File: src/rtl/tmb_pkg.sv
package tmb_pkg;

    localparam int TMB_HALF_W = 32;
    localparam int TMB_SEL_W  = 3;
    localparam int TMB_NUM_TB = 2;

    typedef enum logic [TMB_SEL_W-1:0] {
        SEL_PRI_LO = 3'd0,
        SEL_PRI_HI = 3'd1,
        SEL_ALT_LO = 3'd2,
        SEL_ALT_HI = 3'd3,
        SEL_DEC    = 3'd4
    } tmb_sel_e;

    typedef struct packed {
        logic lo;
        logic hi;
    } half_wr_t;

    function automatic logic [TMB_SEL_W-1:0] half_code(input int idx, input logic upper);
        return TMB_SEL_W'(2 * idx) | {{(TMB_SEL_W-1){1'b0}}, upper};
    endfunction

endpackage

File: src/rtl/tmb_split_counter.sv
module tmb_split_counter
    import tmb_pkg::*;
#(
    parameter int HALF_W = TMB_HALF_W
) (
    input  logic                  clk,
    input  logic                  rst,
    input  logic                  tick,
    input  logic                  run,
    input  half_wr_t              wr,
    input  logic [HALF_W-1:0]     wr_data,
    output logic [2*HALF_W-1:0]   value
);
    localparam int FULL_W = 2 * HALF_W;

    always_ff @(posedge clk) begin
        if (rst) begin
            value <= '0;
        end else if (wr.lo) begin
            value[HALF_W-1:0] <= wr_data;
        end else if (wr.hi) begin
            value[FULL_W-1:HALF_W] <= wr_data;
        end else if (tick && run) begin
            value <= value + FULL_W'(1);
        end
    end

    p_step_r2: assert property (@(posedge clk) disable iff (rst)
        (tick && run && !wr.lo && !wr.hi) |=> value == $past(value) + FULL_W'(1));

    p_freeze_hold_r3: assert property (@(posedge clk) disable iff (rst)
        (!run && !wr.lo && !wr.hi) |=> $stable(value));

    p_low_write_r4: assert property (@(posedge clk) disable iff (rst)
        wr.lo |=> (value[HALF_W-1:0] == $past(wr_data))
                  && (value[FULL_W-1:HALF_W] == $past(value[FULL_W-1:HALF_W])));

    p_high_write_r5: assert property (@(posedge clk) disable iff (rst)
        (wr.hi && !wr.lo) |=> (value[FULL_W-1:HALF_W] == $past(wr_data))
                              && (value[HALF_W-1:0] == $past(value[HALF_W-1:0])));

endmodule

File: src/rtl/tmb_decrementer.sv
module tmb_decrementer
    import tmb_pkg::*;
#(
    parameter int DEC_W = TMB_HALF_W
) (
    input  logic              clk,
    input  logic              rst,
    input  logic              tick,
    input  logic              wr,
    input  logic [DEC_W-1:0]  wr_data,
    input  logic              ack,
    output logic [DEC_W-1:0]  count,
    output logic              pend
);
    logic expire;
    logic neg_write;

    always_comb begin
        expire    = tick && !wr && (count == '0);
        neg_write = wr && wr_data[DEC_W-1] && !count[DEC_W-1];
    end

    always_ff @(posedge clk) begin
        if (rst) begin
            count <= '1;
        end else if (wr) begin
            count <= wr_data;
        end else if (tick) begin
            count <= count - DEC_W'(1);
        end
    end

    always_ff @(posedge clk) begin
        if (rst) begin
            pend <= 1'b0;
        end else if (expire || neg_write) begin
            pend <= 1'b1;
        end else if (ack) begin
            pend <= 1'b0;
        end
    end

    p_down_step_r8: assert property (@(posedge clk) disable iff (rst)
        (tick && !wr) |=> count == $past(count) - DEC_W'(1));

    p_wrap_raise_r9: assert property (@(posedge clk) disable iff (rst)
        (tick && !wr && count == '0) |=> (count == '1) && pend);

    p_neg_write_r10: assert property (@(posedge clk) disable iff (rst)
        (wr && wr_data[DEC_W-1] && !count[DEC_W-1]) |=> pend);

    p_sticky_r11: assert property (@(posedge clk) disable iff (rst)
        (pend && !ack) |=> pend);

    p_ack_clear_r11: assert property (@(posedge clk) disable iff (rst)
        (ack && !tick && !wr) |=> !pend);

endmodule

File: src/rtl/tmbase_dec.sv
module tmbase_dec
    import tmb_pkg::*;
#(
    parameter int HALF_W = TMB_HALF_W
) (
    input  logic                  clk,
    input  logic                  rst,
    input  logic                  tick_en,
    input  logic                  tb_run,
    input  logic                  reg_wr,
    input  logic [TMB_SEL_W-1:0]  reg_sel,
    input  logic [HALF_W-1:0]     reg_wdata,
    output logic [HALF_W-1:0]     reg_rdata,
    input  logic                  irq_ack,
    output logic                  dec_irq
);
    localparam int FULL_W = 2 * HALF_W;

    logic [FULL_W-1:0] tb_val [TMB_NUM_TB];
    half_wr_t          tb_wr  [TMB_NUM_TB];
    logic [HALF_W-1:0] dec_val;
    logic              dec_wr;

    genvar gi;
    generate
        for (gi = 0; gi < TMB_NUM_TB; gi++) begin : g_tb
            always_comb begin
                tb_wr[gi].lo = reg_wr && (reg_sel == half_code(gi, 1'b0));
                tb_wr[gi].hi = reg_wr && (reg_sel == half_code(gi, 1'b1));
            end

            tmb_split_counter #(.HALF_W(HALF_W)) u_cnt (
                .clk     (clk),
                .rst     (rst),
                .tick    (tick_en),
                .run     (tb_run),
                .wr      (tb_wr[gi]),
                .wr_data (reg_wdata),
                .value   (tb_val[gi])
            );
        end
    endgenerate

    assign dec_wr = reg_wr && (reg_sel == SEL_DEC);

    tmb_decrementer #(.DEC_W(HALF_W)) u_dec (
        .clk     (clk),
        .rst     (rst),
        .tick    (tick_en),
        .wr      (dec_wr),
        .wr_data (reg_wdata),
        .ack     (irq_ack),
        .count   (dec_val),
        .pend    (dec_irq)
    );

    always_comb begin
        reg_rdata = '0;
        for (int i = 0; i < TMB_NUM_TB; i++) begin
            if (reg_sel == half_code(i, 1'b0)) reg_rdata = tb_val[i][HALF_W-1:0];
            if (reg_sel == half_code(i, 1'b1)) reg_rdata = tb_val[i][FULL_W-1:HALF_W];
        end
        if (reg_sel == SEL_DEC) reg_rdata = dec_val;
    end

    p_unmapped_zero_r12: assert property (@(posedge clk) disable iff (rst)
        (reg_sel > SEL_DEC) |-> reg_rdata == '0);

endmodule

File: config.mk
export PLATFORM = sky130hd
export DESIGN_NAME = tmbase_dec
export DESIGN_NICKNAME = d
export VERILOG_FILES = /design/src/rtl/tmb_pkg.sv /design/src/rtl/tmb_split_counter.sv /design/src/rtl/tmb_decrementer.sv /design/src/rtl/tmbase_dec.sv
export SDC_FILE = /design/constraint.sdc
export NUM_CORES = 1
export LEC_CHECK = 0
export ABC_AREA = 0
export ABC_CLOCK_PERIOD_IN_PS = 7700
export BUFFER_PORTS_ARGS = -buffer_cell sky130_fd_sc_hd__buf_2
export CAP_MARGIN = 20
export CORE_UTILIZATION = 40
export CTS_CLUSTER_DIAMETER = 150
export DETAILED_ROUTE_END_ITERATION = 10
export GPL_ROUTABILITY_DRIVEN = 0
export PLACE_DENSITY = 0.68
export SETUP_SLACK_MARGIN = 0.05
export SLEW_MARGIN = 20
export SYNTH_ARGS = -nofsm -noshare
export SYNTH_HDL_FRONTEND = slang
export SYNTH_SLANG_ARGS = --single-unit
export TNS_END_PERCENT = 5
File: constraint.sdc
create_clock -name clk -period 7.7 [get_ports clk]
set_input_delay 1.925 -clock clk [delete_from_list [all_inputs] [get_ports clk]]
set_output_delay 1.925 -clock clk [all_outputs]
set_load 0.01 [all_outputs]
==> results.txt <==
----------------------------------------------------
[Run status]
  Status ... completed

[Yosys]
  Net count after synthesis ... around 1.3k
  Cell count after synthesis ... roughly 1.2k
  Part of the Yosys area used for sequential elements ... 31.6%
  Async SR Flop Fraction ... 0%
  Warnings, synthesis ... 0
  Number of distinct standard cells referenced by the synthesized netlist ... between 70 and 80
  Number of flops mapped to enable cells by yosys ... 0
  Syn Std Cell Area ... 10200 um^2
  #FFs+latches synth ... ~160
  Average cell area after synthesis ... about 8 um^2
  Most frequently used flop master after synthesis ... sky130_fd_sc_hd__dfxtp_1

[Setup path]
  R2r worst-path depth ... 5
  Arrival time worst endpoint ... around 3.8 ns
  End point of the critical path ... reg_rdata[4]
  Combined buffer and inverter count along the critical path ... 3
  Max FO, Critical Path ... 24
  Sort of element at the start of the critical path ... primary input
  Critical-path cell list ... buf_2 > buf_4 > mux4_1 > a22o_1 > buf_2
  R2r startpoint ... g_tb[1].u_cnt.value[30]
  Longest individual stage delay on the worst path ... a little under 0.6 ns
  Worst flop-to-flop path endpoint ... g_tb[1].u_cnt.value[38]
  Worst path depth ... 5
  Crit end category ... output port
  Crit path max-delay cell type ... sky130_fd_sc_hd__mux4_1
  Crit path from ... reg_sel[0]
  Most frequent cell on the critical path ... sky130_fd_sc_hd__buf_2
  Largest delay share family, worst path ... buffers and inverters
  Worst reg-to-reg setup slack ... roughly 4.8 ns
  WS Path Type ... primary input to output port
  WP data required ... around 5.8 ns

[Pwr]
  Power share of the combinational group ... roughly 9.7%
  Int Power ... 1.46 mW
  Share of total power in sequential cells ... between 40 and 50%
  Leakage power total ... ~3.7 nW
  Post-layout power ... between 1.5 and 2 mW
  Switching part of the total ... 26.3%
  Pwr per Cell Area ... around 170 nW/um^2
  Clock network fraction of design power ... 44.7%
  Net switching component of the power ... between 0.5 and 0.6 mW
  Largest vdd supply drop ... around 0.00014 V

[Job]
  Maximum capacitance violations ... 0

[STA]
  Worst Slack Setup Final ... between 1.5 and 2 ns
  Timing-limited maximum frequency ... ~170 MHz
  Final worst path period share ... between 70% and 80%
  Final hold vios ... 0
  Worst Skew ... 0.0139 ns
  Final-report max-slew violation count ... 0
  Final period demand of the worst path ... approximately 5.7 ns
  Slew at the pin closest to its max-slew limit ... around 1.1 ns
  Setup TNS ... 0 ns
  Normalized max-slew margin ... between 20 and 30%
  Setup Viol. Count Final ... 0
  Unrepaired setup endpoints after global routing ... no
  Final Hold Slack ... roughly 0.54 ns

[Clock network]
  Clk pin slew, worst setup/hold paths ... about 0.06 ns
  Buffers from clock root to sink, at most ... 2
  Count of hold-fix buffers inserted at cts ... 0
  Number of levels in the clock H-tree ... 4
  Buffer count from post-CTS setup fixing ... 0
  Root buffer selected by CTS ... sky130_fd_sc_hd__clkbuf_16
  Clk_lat worst skew ... around 0.44 ns
  TritonCTS clock tree ... yes
  Clock sink count ... ~160
  Clock buffer count from CTS ... 17
  Count of cells resized by post-cts repair ... 0

[Detailed routing]
  Final antenna-violating net count ... 0
  Drt total wl ... 36200 um
  DRC errors left ... 0
  Mean number of vias per cell ... between 6 and 7
  Number of DRC markers after the initial detailed-route iteration ... 1532
  Vias post-DR ... roughly 10k
  Average wire length per cell after detail routing ... roughly 22 um
  Number of detailed-routing iterations run before antenna repair ... 6

[Floorplanning]
  Area enclosed by the die boundary ... 26100 um^2
  Vertical extent of the die ... 162 um
  Starting density of the core ... 40.6%
  Std cell rows ... 58
  Io pins ... 74
  Core ar. ... 25100 um^2
  Width of the die ... 162 um

[Global route]
  Largest net degree at the start of global routing ... roughly 80
  GR Overflow Total ... 0
  Antenna violations before repair ... 1
  First-pass GRT wire length ... about 55000 um
  GRT Resource Usage Total ... 27.9%
  Via count of the first global-routing pass ... between 9k and 10k

[Layout]
  Final core occ ... 45.3%
  Area growth syn-to-layout ... 11.7%
  Nets ... approximately 1.3k
  Number of inserted diodes ... 0
  Non-filler instance count after layout ... between 1.5k and 2k
  Fill cell instance count of the final layout ... 2454
  Finished layout cell area ... 11400 um^2
  Fraction of layout cells with a size suffix above 1 ... 14.4%

[Placed design]
  Setup WS pre-CTS ... 1.93 ns
  Number of placed instances, taps included ... between 1.5k and 2k
  # port buffers ... 73
  DP Area ... roughly 11000 um^2
  DP Wirelength ... 27100 um

[Worst hold path]
  Hold Crit Class ... register to register

----------------------------------------------------
-- metal layers --
| layer | global-route usage [%] | routed length, um | vias up |
|---|---|---|---|
| met5 | 0 | 14 | - |
| li1 | - | - | 4754 |
| met1 | 39.1 | 15100 | 4879 |
| met4 | 11.0 | 1140 | 2 |
| met3 | 6.11 | 4430 | 83 |
| met2 | 41.5 | 15500 | 632 |
-- layout make-up --
type                    instances  area (um^2)  area share, %
repair buffers                 86          473           4.16
flip-flops and latches        161         3220           28.3
clock buffers                  20          457           4.01
multi-input cells             986         6560           57.6
clock inverters                11          154           1.35
inverters                      27          101          0.890
well taps                     330          413           3.63
-- Yosys cell counts (all sizes together) (3+ instances only) --
library cell / number / area [um^2]
a22o: 33 / 289
a32oi: 3 / 26.3
or3: 35 / 229
buf: 12 / 48.8
ha: 3 / 37.5
mux2i: 3 / 30.0
a211oi: 70 / 526
o311ai: 5 / 43.8
nor3b: 3 / 22.5
and4b: 3 / 30.0
dfxtp: 161 / 3220
nor3: 34 / 175
or2: 7 / 43.8
and3: 20 / 126
mux4: 32 / 724
inv: 27 / 101
xnor2: 54 / 473
xor2: 39 / 342
nand2: 119 / 447
or4: 13 / 113
clkbuf: 61 / 270
nor4: 28 / 226
a31oi: 27 / 169
nand3b: 5 / 37.5
o211ai: 25 / 188
nand4: 41 / 269
and2: 11 / 70.1
a21o: 4 / 30.0
a21oi: 38 / 190
nand2b: 6 / 37.5
nor2: 168 / 631
a311oi: 13 / 114
o21ai: 28 / 140
nand4b: 4 / 35.0
and4: 10 / 87.6
nand3: 72 / 365
-- registers in the layout, summed over array words and instances, names as in the netlist --
name	flops
u_dec.pend	1
g_tb.u_cnt.value	128
u_dec.count	32
-- cell families after synthesis --
family,Yosys count,share of synthesized area (%)
buffers and inverters,101,4.22
multiplexers,37,7.62
AO/OA/AOI/OAI,264,18.3
AND/OR/NAND/NOR,589,29.8
adder cells (fa/ha/maj),3,0.368
flip-flops,161,31.6
XOR/XNOR,93,7.99
-- layout by cell type (no fill, tap or decap), drive strengths merged, types with 6 or more instances in the layout --
cell / synthesis / layout
o21ai: 28 / 28
a311oi: 13 / 13
a21oi: 38 / 38
o211ai: 25 / 25
buf: 12 / 86
mux4: 32 / 32
a31oi: 27 / 27
nand4: 41 / 41
or2: 7 / 7
inv: 27 / 28
nand3: 72 / 72
nor2: 168 / 168
dfxtp: 161 / 161
xnor2: 54 / 54
a211oi: 70 / 70
or3: 35 / 35
and4: 10 / 10
or4: 13 / 13
and3: 20 / 20
xor2: 39 / 39
nand2b: 6 / 6
nor3: 34 / 34
a22o: 33 / 33
nand2: 119 / 119
nor4: 28 / 28
clkbuf: 61 / 20
and2: 11 / 11
-- power by group through the flow --
| stage | sequential [mW] | clock, mW | combinational (mW) |
|---|---|---|---|
| floorplan | 0.902 | 0 | 0.123 |
| detailed placement | 0.921 | 0 | 0.188 |
| global placement | 0.921 | 0 | 0.184 |
| global route | 0.908 | 0.929 | 0.207 |
| finish | 0.905 | 0.889 | 0.193 |
| CTS | 0.902 | 0.895 | 0.189 |
-- tightest hold or removal path, delay by kind of cell (launching register included) --
family	cells	cell delay [ns]
AO/OA/AOI/OAI	2	0.16
flip-flops	1	0.33
-- worst min path at each step --
stage                                 start                       to  slack, ns  depth (start not counted)
global route                     u_dec.pend               u_dec.pend       0.57                          2
finish              g_tb[0].u_cnt.value[57]  g_tb[0].u_cnt.value[57]       0.54                          2
global placement                 u_dec.pend               u_dec.pend       0.51                          2
detailed placement  g_tb[0].u_cnt.value[57]  g_tb[0].u_cnt.value[57]       0.53                          2
CTS                 g_tb[0].u_cnt.value[57]  g_tb[0].u_cnt.value[57]       0.54                          2
floorplan            g_tb[1].u_cnt.value[1]   g_tb[1].u_cnt.value[1]       0.48                          2
No activity file was read; power rests on OpenSTA's default activity.
